$ cat src/rtl/polar_enc_pkg.sv
package polar_enc_pkg;

  localparam int unsigned DEF_LEN = 32;

  // lower index of kernel p in stage s (0-based): insert a 0 at bit s
  function automatic int unsigned pair_lo(input int unsigned p, input int unsigned s);
    int unsigned low_mask;
    low_mask = (32'd1 << s) - 32'd1;
    return ((p >> s) << (s + 32'd1)) | (p & low_mask);
  endfunction

endpackage

$ cat src/rtl/polar_kernel.sv
module polar_kernel (
  input  logic a_i,
  input  logic b_i,
  output logic sum_o,
  output logic pass_o
);
  assign sum_o  = a_i ^ b_i;
  assign pass_o = b_i;
endmodule

$ cat src/rtl/polar_stage.sv
module polar_stage #(
  parameter int unsigned N_BITS = 32,
  parameter int unsigned STG    = 0
) (
  input  logic [N_BITS-1:0] d_i,
  output logic [N_BITS-1:0] d_o
);
  localparam int unsigned HALF = N_BITS / 2;
  localparam int unsigned SPAN = 32'd1 << STG;

  for (genvar p = 0; p < HALF; p++) begin : g_kern
    localparam int unsigned LO = polar_enc_pkg::pair_lo(p, STG);
    localparam int unsigned HI = LO + SPAN;
    polar_kernel u_kern (
      .a_i   (d_i[LO]),
      .b_i   (d_i[HI]),
      .sum_o (d_o[LO]),
      .pass_o(d_o[HI])
    );
  end
endmodule

$ cat src/rtl/polar_network.sv
module polar_network #(
  parameter int unsigned N_BITS = 32
) (
  input  logic [N_BITS-1:0] u_i,
  output logic [N_BITS-1:0] x_o
);
  localparam int unsigned N_STG = $clog2(N_BITS);

  logic [N_BITS-1:0] lvl [N_STG+1];

  assign lvl[0] = u_i;

  for (genvar s = 0; s < N_STG; s++) begin : g_stg
    polar_stage #(.N_BITS(N_BITS), .STG(s)) u_stage (
      .d_i(lvl[s]),
      .d_o(lvl[s+1])
    );
  end

  assign x_o = lvl[N_STG];
endmodule

$ cat src/rtl/polar_enc_par.sv
module polar_enc_par #(
  parameter int unsigned N_BITS = polar_enc_pkg::DEF_LEN
) (
  input  logic              clk_i,
  input  logic              rst_ni,
  input  logic              in_valid_i,
  input  logic [N_BITS-1:0] data_i,
  output logic              out_valid_o,
  output logic [N_BITS-1:0] codeword_o
);
  logic [N_BITS-1:0] in_q;
  logic              in_vld_q;
  logic [N_BITS-1:0] net_x;
  logic [N_BITS-1:0] cw_q;
  logic              out_vld_q;

  // capture only qualified words; idle inputs never reach the network
  always_ff @(posedge clk_i or negedge rst_ni) begin
    if (!rst_ni) begin
      in_q     <= '0;
      in_vld_q <= 1'b0;
    end else begin
      in_vld_q <= in_valid_i;
      if (in_valid_i) in_q <= data_i;
    end
  end

  polar_network #(.N_BITS(N_BITS)) u_net (
    .u_i(in_q),
    .x_o(net_x)
  );

  always_ff @(posedge clk_i or negedge rst_ni) begin
    if (!rst_ni) begin
      cw_q      <= '0;
      out_vld_q <= 1'b0;
    end else begin
      out_vld_q <= in_vld_q;
      if (in_vld_q) cw_q <= net_x;
    end
  end

  assign out_valid_o = out_vld_q;
  assign codeword_o  = cw_q;
endmodule

$ cat config.mk
export PLATFORM = sky130hd
export DESIGN_NAME = polar_enc_par
export DESIGN_NICKNAME = d
export VERILOG_FILES = /design/src/rtl/polar_enc_pkg.sv /design/src/rtl/polar_kernel.sv /design/src/rtl/polar_stage.sv /design/src/rtl/polar_network.sv /design/src/rtl/polar_enc_par.sv
export SDC_FILE = /design/constraint.sdc
export NUM_CORES = 1
export LEC_CHECK = 0
export ABC_AREA = 1
export BUFFER_PORTS_ARGS = -buffer_cell sky130_fd_sc_hd__buf_4
export CORE_MARGIN = 10
export CORE_UTILIZATION = 58
export CTS_CLUSTER_DIAMETER = 80
export CTS_CLUSTER_SIZE = 8
export DETAILED_ROUTE_END_ITERATION = 6
export PLACE_DENSITY = 0.81
export SYNTH_ARGS = -nofsm -noshare
export SYNTH_HDL_FRONTEND = slang
export SYNTH_HIERARCHICAL = 1
export SYNTH_SLANG_ARGS = --single-unit
$ cat constraint.sdc
create_clock -name clk_i -period 1.5 [get_ports clk_i]
set_input_delay 0.15 -clock clk_i [delete_from_list [all_inputs] [get_ports clk_i]]
set_output_delay 0.15 -clock clk_i [all_outputs]
set_load 0.05 [all_outputs]
# Yosys cells after proc, flatten, opt, wreduce, memory -nomap -nowiden
# Index checks and enable logic that the tools add are counted.
# W data, S select, Z words.
dict set report totals {
  inputBits 35
  wordCells 84
  out_inout_bits 33
  ff_bits 66
}
dict set report classes {
  bitwise 80
}
# op count
set ops {}
lappend ops {{$xor A1 B1 Y1} 80}

# Logic depth before layout (Yosys ltp)
# Gate-level depths: netlist of run 1.
dict set report depth {
  ltp_word 5
  ltp_mapped 17
  ltp_nobuf 17
}

# Modules after synthesis
# Netlist of run 1, hierarchy kept.
# mod cells_per_inst n_inst area_per_inst_um2
set modules_own_cells {}
lappend modules_own_cells {polar_enc_par 274 1 2608.8}
lappend modules_own_cells {polar_kernel 6 80 26.3}

# Least setup slack after synthesis of run 1
# No wires, ideal clock.
dict set report synth_timing {
  path_kind {reg2reg}
  start {register in_q[31]}
  end {register cw_q[16], in the netlist codeword_o[16]}
  setup_slack_ns 0.163
  t_arrival_ns 1.218
  stages_incl_launch_ff 16
  setup_ns 0.119
  n_path_buf 1
  cell_sequence {dfrtp_1 inv_1 nand2_1 nand2_1 inv_1 nand2_1 nand2_1 inv_1 nand2_1 nand2_1 inv_1 nand2_1 nand2_1 buf_4 nand2_1 nand2_1}
}
# element line_no
set synth_lines {}
lappend synth_lines {{from (decl)} polar_enc_par.sv:11} ;# logic [N_BITS-1:0] in_q;
lappend synth_lines {{from (signal assigned)} polar_enc_par.sv:24} ;# if (in_valid_i) in_q <= data_i;
lappend synth_lines {{to (signal assigned)} polar_enc_par.sv:39} ;# if (in_vld_q) cw_q <= net_x;
lappend synth_lines {{to (decl)} polar_enc_par.sv:14} ;# logic [N_BITS-1:0] cw_q;

==> impl_metrics.yaml, run 1 <==
setup_path:
  worstPathMaxFanout: 4
  worstReg2RegEnd: "codeword_o[0]$_DFFE_PN0P_"
  critPathSlowestCell: "dfrtp_1"
  reg2reg_from: "in_q[18]$_DFFE_PN0P_"
  cp.required_ns: 1.73
  startpoint_type: "flip-flop"
  slowest_delay_ns: 0.42
  crit_top_cell: "nand2_1"
  r2r_cells: 16
  cp_cell_sequence: "inv_1 > nand2_1 > nand2_1 > inv_1 > nand2_1 > nand2_1 > inv_1 > nand2_1 > nand2_2 > nand2_1 > nand2_2 > inv_1 > nand2_1 > nand2_1 > nand2_1 > nand2_1"
  r2r_slack_ns: -0.13
  critPathKind: "reg2reg"
  crit_arrival_ns: 1.87
  endpoint_kind: "flip-flop"
floorplan:
  row_count: 32
  die_h_um: 110
  fp.dieW_um: 110
  core_um2: 7810
  dieArea_um2: 12100
  io_pins: 68
  initial_utilization_pct: 60.3
run_status:
  violations: "setup timing"
  outcome: "finished with violations"
logic_synthesis:
  yosysMostFrequentCell: "nand2_1"
  avgSynthCellArea_um2: 6.25
  synth-seq-cells: 66
  synth_common_cells: "nand2_1 (412), inv_1 (160), buf_4 (83)"
  ys_types: 8
  ys_warn_count: 6
  synth_top_flop_cell: "dfrtp_1"
  syn-num-nets: 789
  synth_area_leaders: "dfrtp_1 (35%), nand2_1 (33%), buf_4 (13%), inv_1 (13%), nand2_2 (2.7%)"
  synth-seq-area-share_pct: 35.1
  synth_cells: 754
  syn_area_um2: 4710
  yosys.area.top_type: "dfrtp_1"
  synthArstFlopShare_pct: 100
  synth-edff-count: 0
  synth_top_area_share_pct: 35.1
placement:
  post_dp_cell_area_um2: 4840
  post-place-ws_ns: -0.114
  portBuffers: 67
  dp_hpwl_mm: 7.48
  placed_cells: 861
  gp_congestion: 0.876
power:
  netSwitchingPower_mw: 2.96
  p_int_mw: 4.36
  fin_total_pwr_mw: 7.32
  power_frac_comb_pct: 43.7
  clkPwrFrac_pct: 24.9
  power_leakage_nw: 3.60
  ir_drop_v: 0.000561
  p_sw_share_pct: 40.4
  power_density_nw_per_um2: 1300
  power_frac_seq_pct: 31.4
sta:
  tightest_slew_ns: 0.463
  period_share_pct: 109
  maxSlewViolCount: 0
  fin_hold_ws_ns: 0.00684
  slew_headroom_pct: 69.2
  min_period_ns: 1.63
  rsz0062_at_grt: "yes"
  setup_violations: 4
  tns_ns: -0.200
  fmax_ghz: 0.612
  hold_viol_final: 0
  fin_worst_skew_ns: 0.00736
  fin_ws_ns: -0.134
grt:
  gr-usage-all-layers_pct: 16.7
  grt_pass1_vias: 3592
  overflow: 0
  grt_pass1_wl_mm: 16.3
  antenna_found_initial: 0
  grt_max_degree: 35
final_layout:
  syn_to_final_growth_pct: 19.7
  final_nets: 844
  multiInputGateArea_um2: 1870
  n_antenna_cell: 0
  drive_above_1_share_pct: 30.4
  final_cells: 915
  n_fill_cell: 598
  final_area_um2: 5640
  seqCellArea_um2: 1650
  post-route-util_pct: 72.2
min_path:
  hp-class: "in2reg"
  worstHoldStart: "data_i[16]"
  min_path_cells: 3
  whs_endpoint: "in_q[16]$_DFFE_PN0P_"
routing:
  wl_mm: 10.8
  drcViolationCount: 0
  routed-via-count: 4078
  viasPerCell: 4.46
  ant_nets: 0
  drt_iter0_drc: 198
  drt_first_pass_iters: 5
  post_drt_wl_per_cell_um: 11.8
clock_tree:
  max-clock-path-buffers: 2
  root_buffer: "clkbuf_8"
  h-tree-depth: 3
  cts_made_buffers: 9
  cts_tree: "yes"
  cts_sinks: 66
  insertion_delay_ns: 0.34
  clkTransAtPathRegs_ns: 0.07
job:
  cap_violations: 0
==> placed cells by master (no fill, tap or decap), types with 7 or more instances in the layout <==
cell / netlist / layout
dlygate4sd3_1: 0 / 13
clkbuf_8: 0 / 10
nand2_1: 412 / 346
nand2_2: 20 / 79
dfrtp_1: 66 / 64
buf_6: 9 / 8
inv_2: 0 / 17
buf_4: 83 / 115
nand2_4: 0 / 7
inv_1: 160 / 143
==> worst max-delay path by stage <==
| stage | slack, ns | depth (start not counted) | to | startpoint |
|---|---|---|---|---|
| finish | -0.13 | 16 | codeword_o[0]$_DFFE_PN0P_ | in_q[18]$_DFFE_PN0P_ |
| global route | -0.26 | 17 | codeword_o[0]$_DFFE_PN0P_ | in_q[19]$_DFFE_PN0P_ |
| CTS | -0.0005 | 15 | codeword_o[1]$_DFFE_PN0P_ | in_q[15]$_DFFE_PN0P_ |
| detailed placement | -0.11 | 15 | codeword_o[1]$_DFFE_PN0P_ | in_q[15]$_DFFE_PN0P_ |
| global placement | -0.04 | 15 | codeword_o[1]$_DFFE_PN0P_ | in_q[15]$_DFFE_PN0P_ |
| floorplan | 0.16 | 15 | codeword_o[16]$_DFFE_PN0P_ | in_q[31]$_DFFE_PN0P_ |
==> area by class of cell <==
class	instances	area share (%)
clock buffer	10	2.44
clock inverter	5	1.82
inverter	162	11.0
multi-input combinational	432	33.2
sequential	66	29.3
tap	102	2.26
timing repair buffer	138	19.9
==> sequential cells by signal, summed over array words and instances, names as in the netlist <==
register,count
in_q,32
out_valid_o,1
codeword_o,32
in_vld_q,1
==> worst max-delay path: cells and delay by family, from the launching register on <==
family	cells	cell delay (ns)
AND/OR/NAND/NOR	12	0.82
flip-flops	1	0.42
buffers and inverters	4	0.29
==> cells by family (layout without fill, tap and decap cells) <==
group	count (synthesis)	after routing	share of synthesized area, %
flops	66	66	35.1
simple gates	432	432	35.5
buf+inv	256	315	29.5
==> power by group through the flow <==
| stage | Sequential, mW | Clock [mW] | Combinational, mW |
|---|---|---|---|
| 5_1_grt | 2.33 | 1.92 | 3.49 |
| 6_report | 2.29 | 1.82 | 3.20 |
| 2_1_floorplan | 3.01 | 0 | 1.58 |
| 3_5_place_dp | 2.32 | 0 | 2.76 |
| 4_1_cts | 2.29 | 1.85 | 2.93 |
| 3_3_place_gp | 2.30 | 0 | 2.69 |
==> per-layer routing <==
layer	vias up	part of all wire (%)	GRT usage [%]
met5	-	0	0
met4	0	1.4	5.78
met3	17	6.1	3.60
met2	111	48	28.1
met1	1822	45	20.9
li1	2128	-	-
==> what timing repair did <==
| action | CTS | global route |
|---|---|---|
| gates cloned | 0 | 0 |
| setup buffers | 7 | 21 |
| pin swaps | 8 | 42 |
| hold buffers | 13 | 0 |
| resized for setup | 28 | 72 |
| hold endpoints to repair | 44 | 0 |
| endpoints found under the setup margin | 5 | 13 |
No activity file was read; power rests on OpenSTA's default activity.
==> run 2, diff against run 1 <==
--- a/config.mk
+++ b/config.mk
@@ -7,12 +7,13 @@
 export LEC_CHECK = 0
 export ABC_AREA = 1
 export BUFFER_PORTS_ARGS = -buffer_cell sky130_fd_sc_hd__buf_4
+export CORE_ASPECT_RATIO = 1.25
 export CORE_MARGIN = 10
-export CORE_UTILIZATION = 58
+export CORE_UTILIZATION = 53
 export CTS_CLUSTER_DIAMETER = 80
 export CTS_CLUSTER_SIZE = 8
 export DETAILED_ROUTE_END_ITERATION = 6
-export PLACE_DENSITY = 0.81
+export PLACE_DENSITY = 0.78
 export SYNTH_ARGS = -nofsm -noshare
 export SYNTH_HDL_FRONTEND = slang
 export SYNTH_HIERARCHICAL = 1
==> constraint.sdc (replaced) <==
create_clock -name clk_i -period 1.45 [get_ports clk_i]
set_input_delay 0.145 -clock clk_i [delete_from_list [all_inputs] [get_ports clk_i]]
set_output_delay 0.145 -clock clk_i [all_outputs]
set_load 0.05 [all_outputs]
==> impl_metrics.yaml, run 2 (synthesis results as in run 1) <==
run_status:
  violations: "setup timing"
  outcome: "finished with violations"
setup_path:
  slowest_delay_ns: 0.42
  critPathTopFamily: "simple AND/OR/NAND/NOR gates"
  cp.depth: 17
  crit_arrival_ns: 1.79
  r2r_cells: 17
  r2r_slack_ns: -0.09
  cp.required_ns: 1.70
  critPathKind: "reg2reg"
  path_buf_inv: 5
  startpoint_type: "flip-flop"
  endpoint_kind: "flip-flop"
  cp_cell_sequence: "inv_1 > nand2_1 > nand2_1 > inv_1 > nand2_2 > nand2_4 > inv_2 > nand2_2 > nand2_4 > inv_2 > nand2_2 > nand2_2 > inv_2 > nand2_2 > nand2_1 > nand2_1 > nand2_1"
  critPathSlowestCell: "dfrtp_1"
  worstPathMaxFanout: 4
final_layout:
  seqCellArea_um2: 1650
  drive_above_1_share_pct: 29.6
  syn_to_final_growth_pct: 24.3
  final_cell_mix: "nand2_1 (351), inv_1 (141), buf_4 (125)"
  final_nets: 872
  final_cells: 962
  n_fill_cell: 758
  multiInputGateArea_um2: 1860
  n_antenna_cell: 0
  final_common_cell: "nand2_1"
clock_tree:
  insertion_delay_ns: 0.35
  clkTransAtPathRegs_ns: 0.07
  root_buffer: "clkbuf_8"
  max-clock-path-buffers: 2
  h-tree-depth: 3
  cts_tree: "yes"
  cts_made_buffers: 9
  cts_sinks: 66
grt:
  overflow: 0
  antenna_found_initial: 0
  grt_pass1_wl_mm: 16.9
  globalRouteMet2Util_pct: 25.8
  top_usage_layer: "met2"
  grt_pass1_vias: 3847
  grt_util_met1_pct: 17.5
  met3_usage_pct: 3.55
  gr-usage-all-layers_pct: 15.3
  grt_max_degree: 36
placement:
  gp_congestion: 0.860
  post-place-ws_ns: -0.103
  portBuffers: 67
  placed_cells: 894
  dp_hpwl_mm: 7.18
sta:
  fmax_ghz: 0.650
  setup_violations: 8
  slew_headroom_pct: 72.7
  fin_worst_skew_ns: 0.00464
  hold_viol_final: 0
  period_share_pct: 106
  maxSlewViolCount: 0
  min_period_ns: 1.54
  fin_ws_ns: -0.0889
  rsz0062_at_grt: "yes"
  tightest_slew_ns: 0.409
power:
  ir_drop_v: 0.000654
  power_density_nw_per_um2: 1250
  power_leakage_nw: 3.70
floorplan:
  io_pins: 68
  row_count: 38
  die_h_um: 125
  dieArea_um2: 13100
  fp.dieW_um: 104
  initial_utilization_pct: 54.1
  core_um2: 8700
routing:
  viasPerCell: 4.23
  drt_first_pass_iters: 4
  wl_mm: 10.2
  ant_nets: 0
  post_drt_wl_per_cell_um: 10.6
  drt_iter0_drc: 174
  drcViolationCount: 0
  routed-via-count: 4071
min_path:
  min_path_cells: 3
  hp-class: "in2reg"
job:
  cap_violations: 0
-- run 2: cell types whose count changed in the layout (fill, tap and decap cells not counted), moves of 3 or more --
cell and delta:
buf_4 +10, clkbuf_1 +3, dlygate4sd3_1 +19, nand2_1 +5, nand2_2 -6
-- run 2: worst paths after layout --
| check | startpoint | endpoint |
|---|---|---|
| setup / recovery | in_q[29]$_DFFE_PN0P_ | codeword_o[0]$_DFFE_PN0P_ |
| min in group asynchronous | rst_ni | codeword_o[1]$_DFFE_PN0P_ |
| hold / removal | data_i[30] | in_q[30]$_DFFE_PN0P_ |
| max in group asynchronous | rst_ni | in_q[26]$_DFFE_PN0P_ |
| setup reg to reg | in_q[29]$_DFFE_PN0P_ | codeword_o[0]$_DFFE_PN0P_ |
| hold reg to reg | codeword_o[13]$_DFFE_PN0P_ | codeword_o[13]$_DFFE_PN0P_ |
-- run 2: through the flow --
stage	instance area (um^2)	hold WS (ns)	setup TNS [ns]	total power, mW	util (%)
final	5860	0.0129	-0.344	7.29	67.3
after global routing	5860	0.0254	-2.56	7.78	67.3
after CTS	5630	0.00355	-0.0496	7.09	64.7
after detailed placement	4960	0.105	-0.372	5.32	57.1
after global placement	4960	0.0990	-0.131	5.25	57.1
after floorplan	4710	-0.151	0	4.75	-
-- run 2: report_power, final --
part	leakage, nW	total [mW]	internal (mW)	switching [mW]
combinational	2.79	3.38	1.28	2.10
sequential	0.810	2.36	2.14	0.220
clock	0.101	1.55	0.887	0.664
-- run 2: timing repair --
item | CTS | global route
gates resized for setup | 26 | 70
pin swaps | 5 | 26
endpoints found under the hold margin | 62 | 0
hold buffers | 32 | 0
setup endpoints to repair | 9 | 17
cloned | 0 | 0
setup buffers | 11 | 9
-- run 2: area by class of cell --
cell class / count / area share (%)
sequential: 66 / 28.2
tap: 120 / 2.56
clock inverter: 2 / 0.598
clock buffer: 14 / 2.78
inverter: 162 / 10.6
timing repair buffer: 166 / 23.4
multi-input combinational: 432 / 31.8
-- run 2: worst register-to-register path: cells and delay by family, from the launching register on --
kind	cells	cell delay, ns
buf+inv	5	0.27
flops	1	0.42
simple gates	12	0.75
-- run 2: layer usage --
layer  routed length (um)  up-vias
li1                     -     2188
met1                 4390     1791
met2                 5010       72
met3                  459       20
met4                  307        0
met5                    0        -
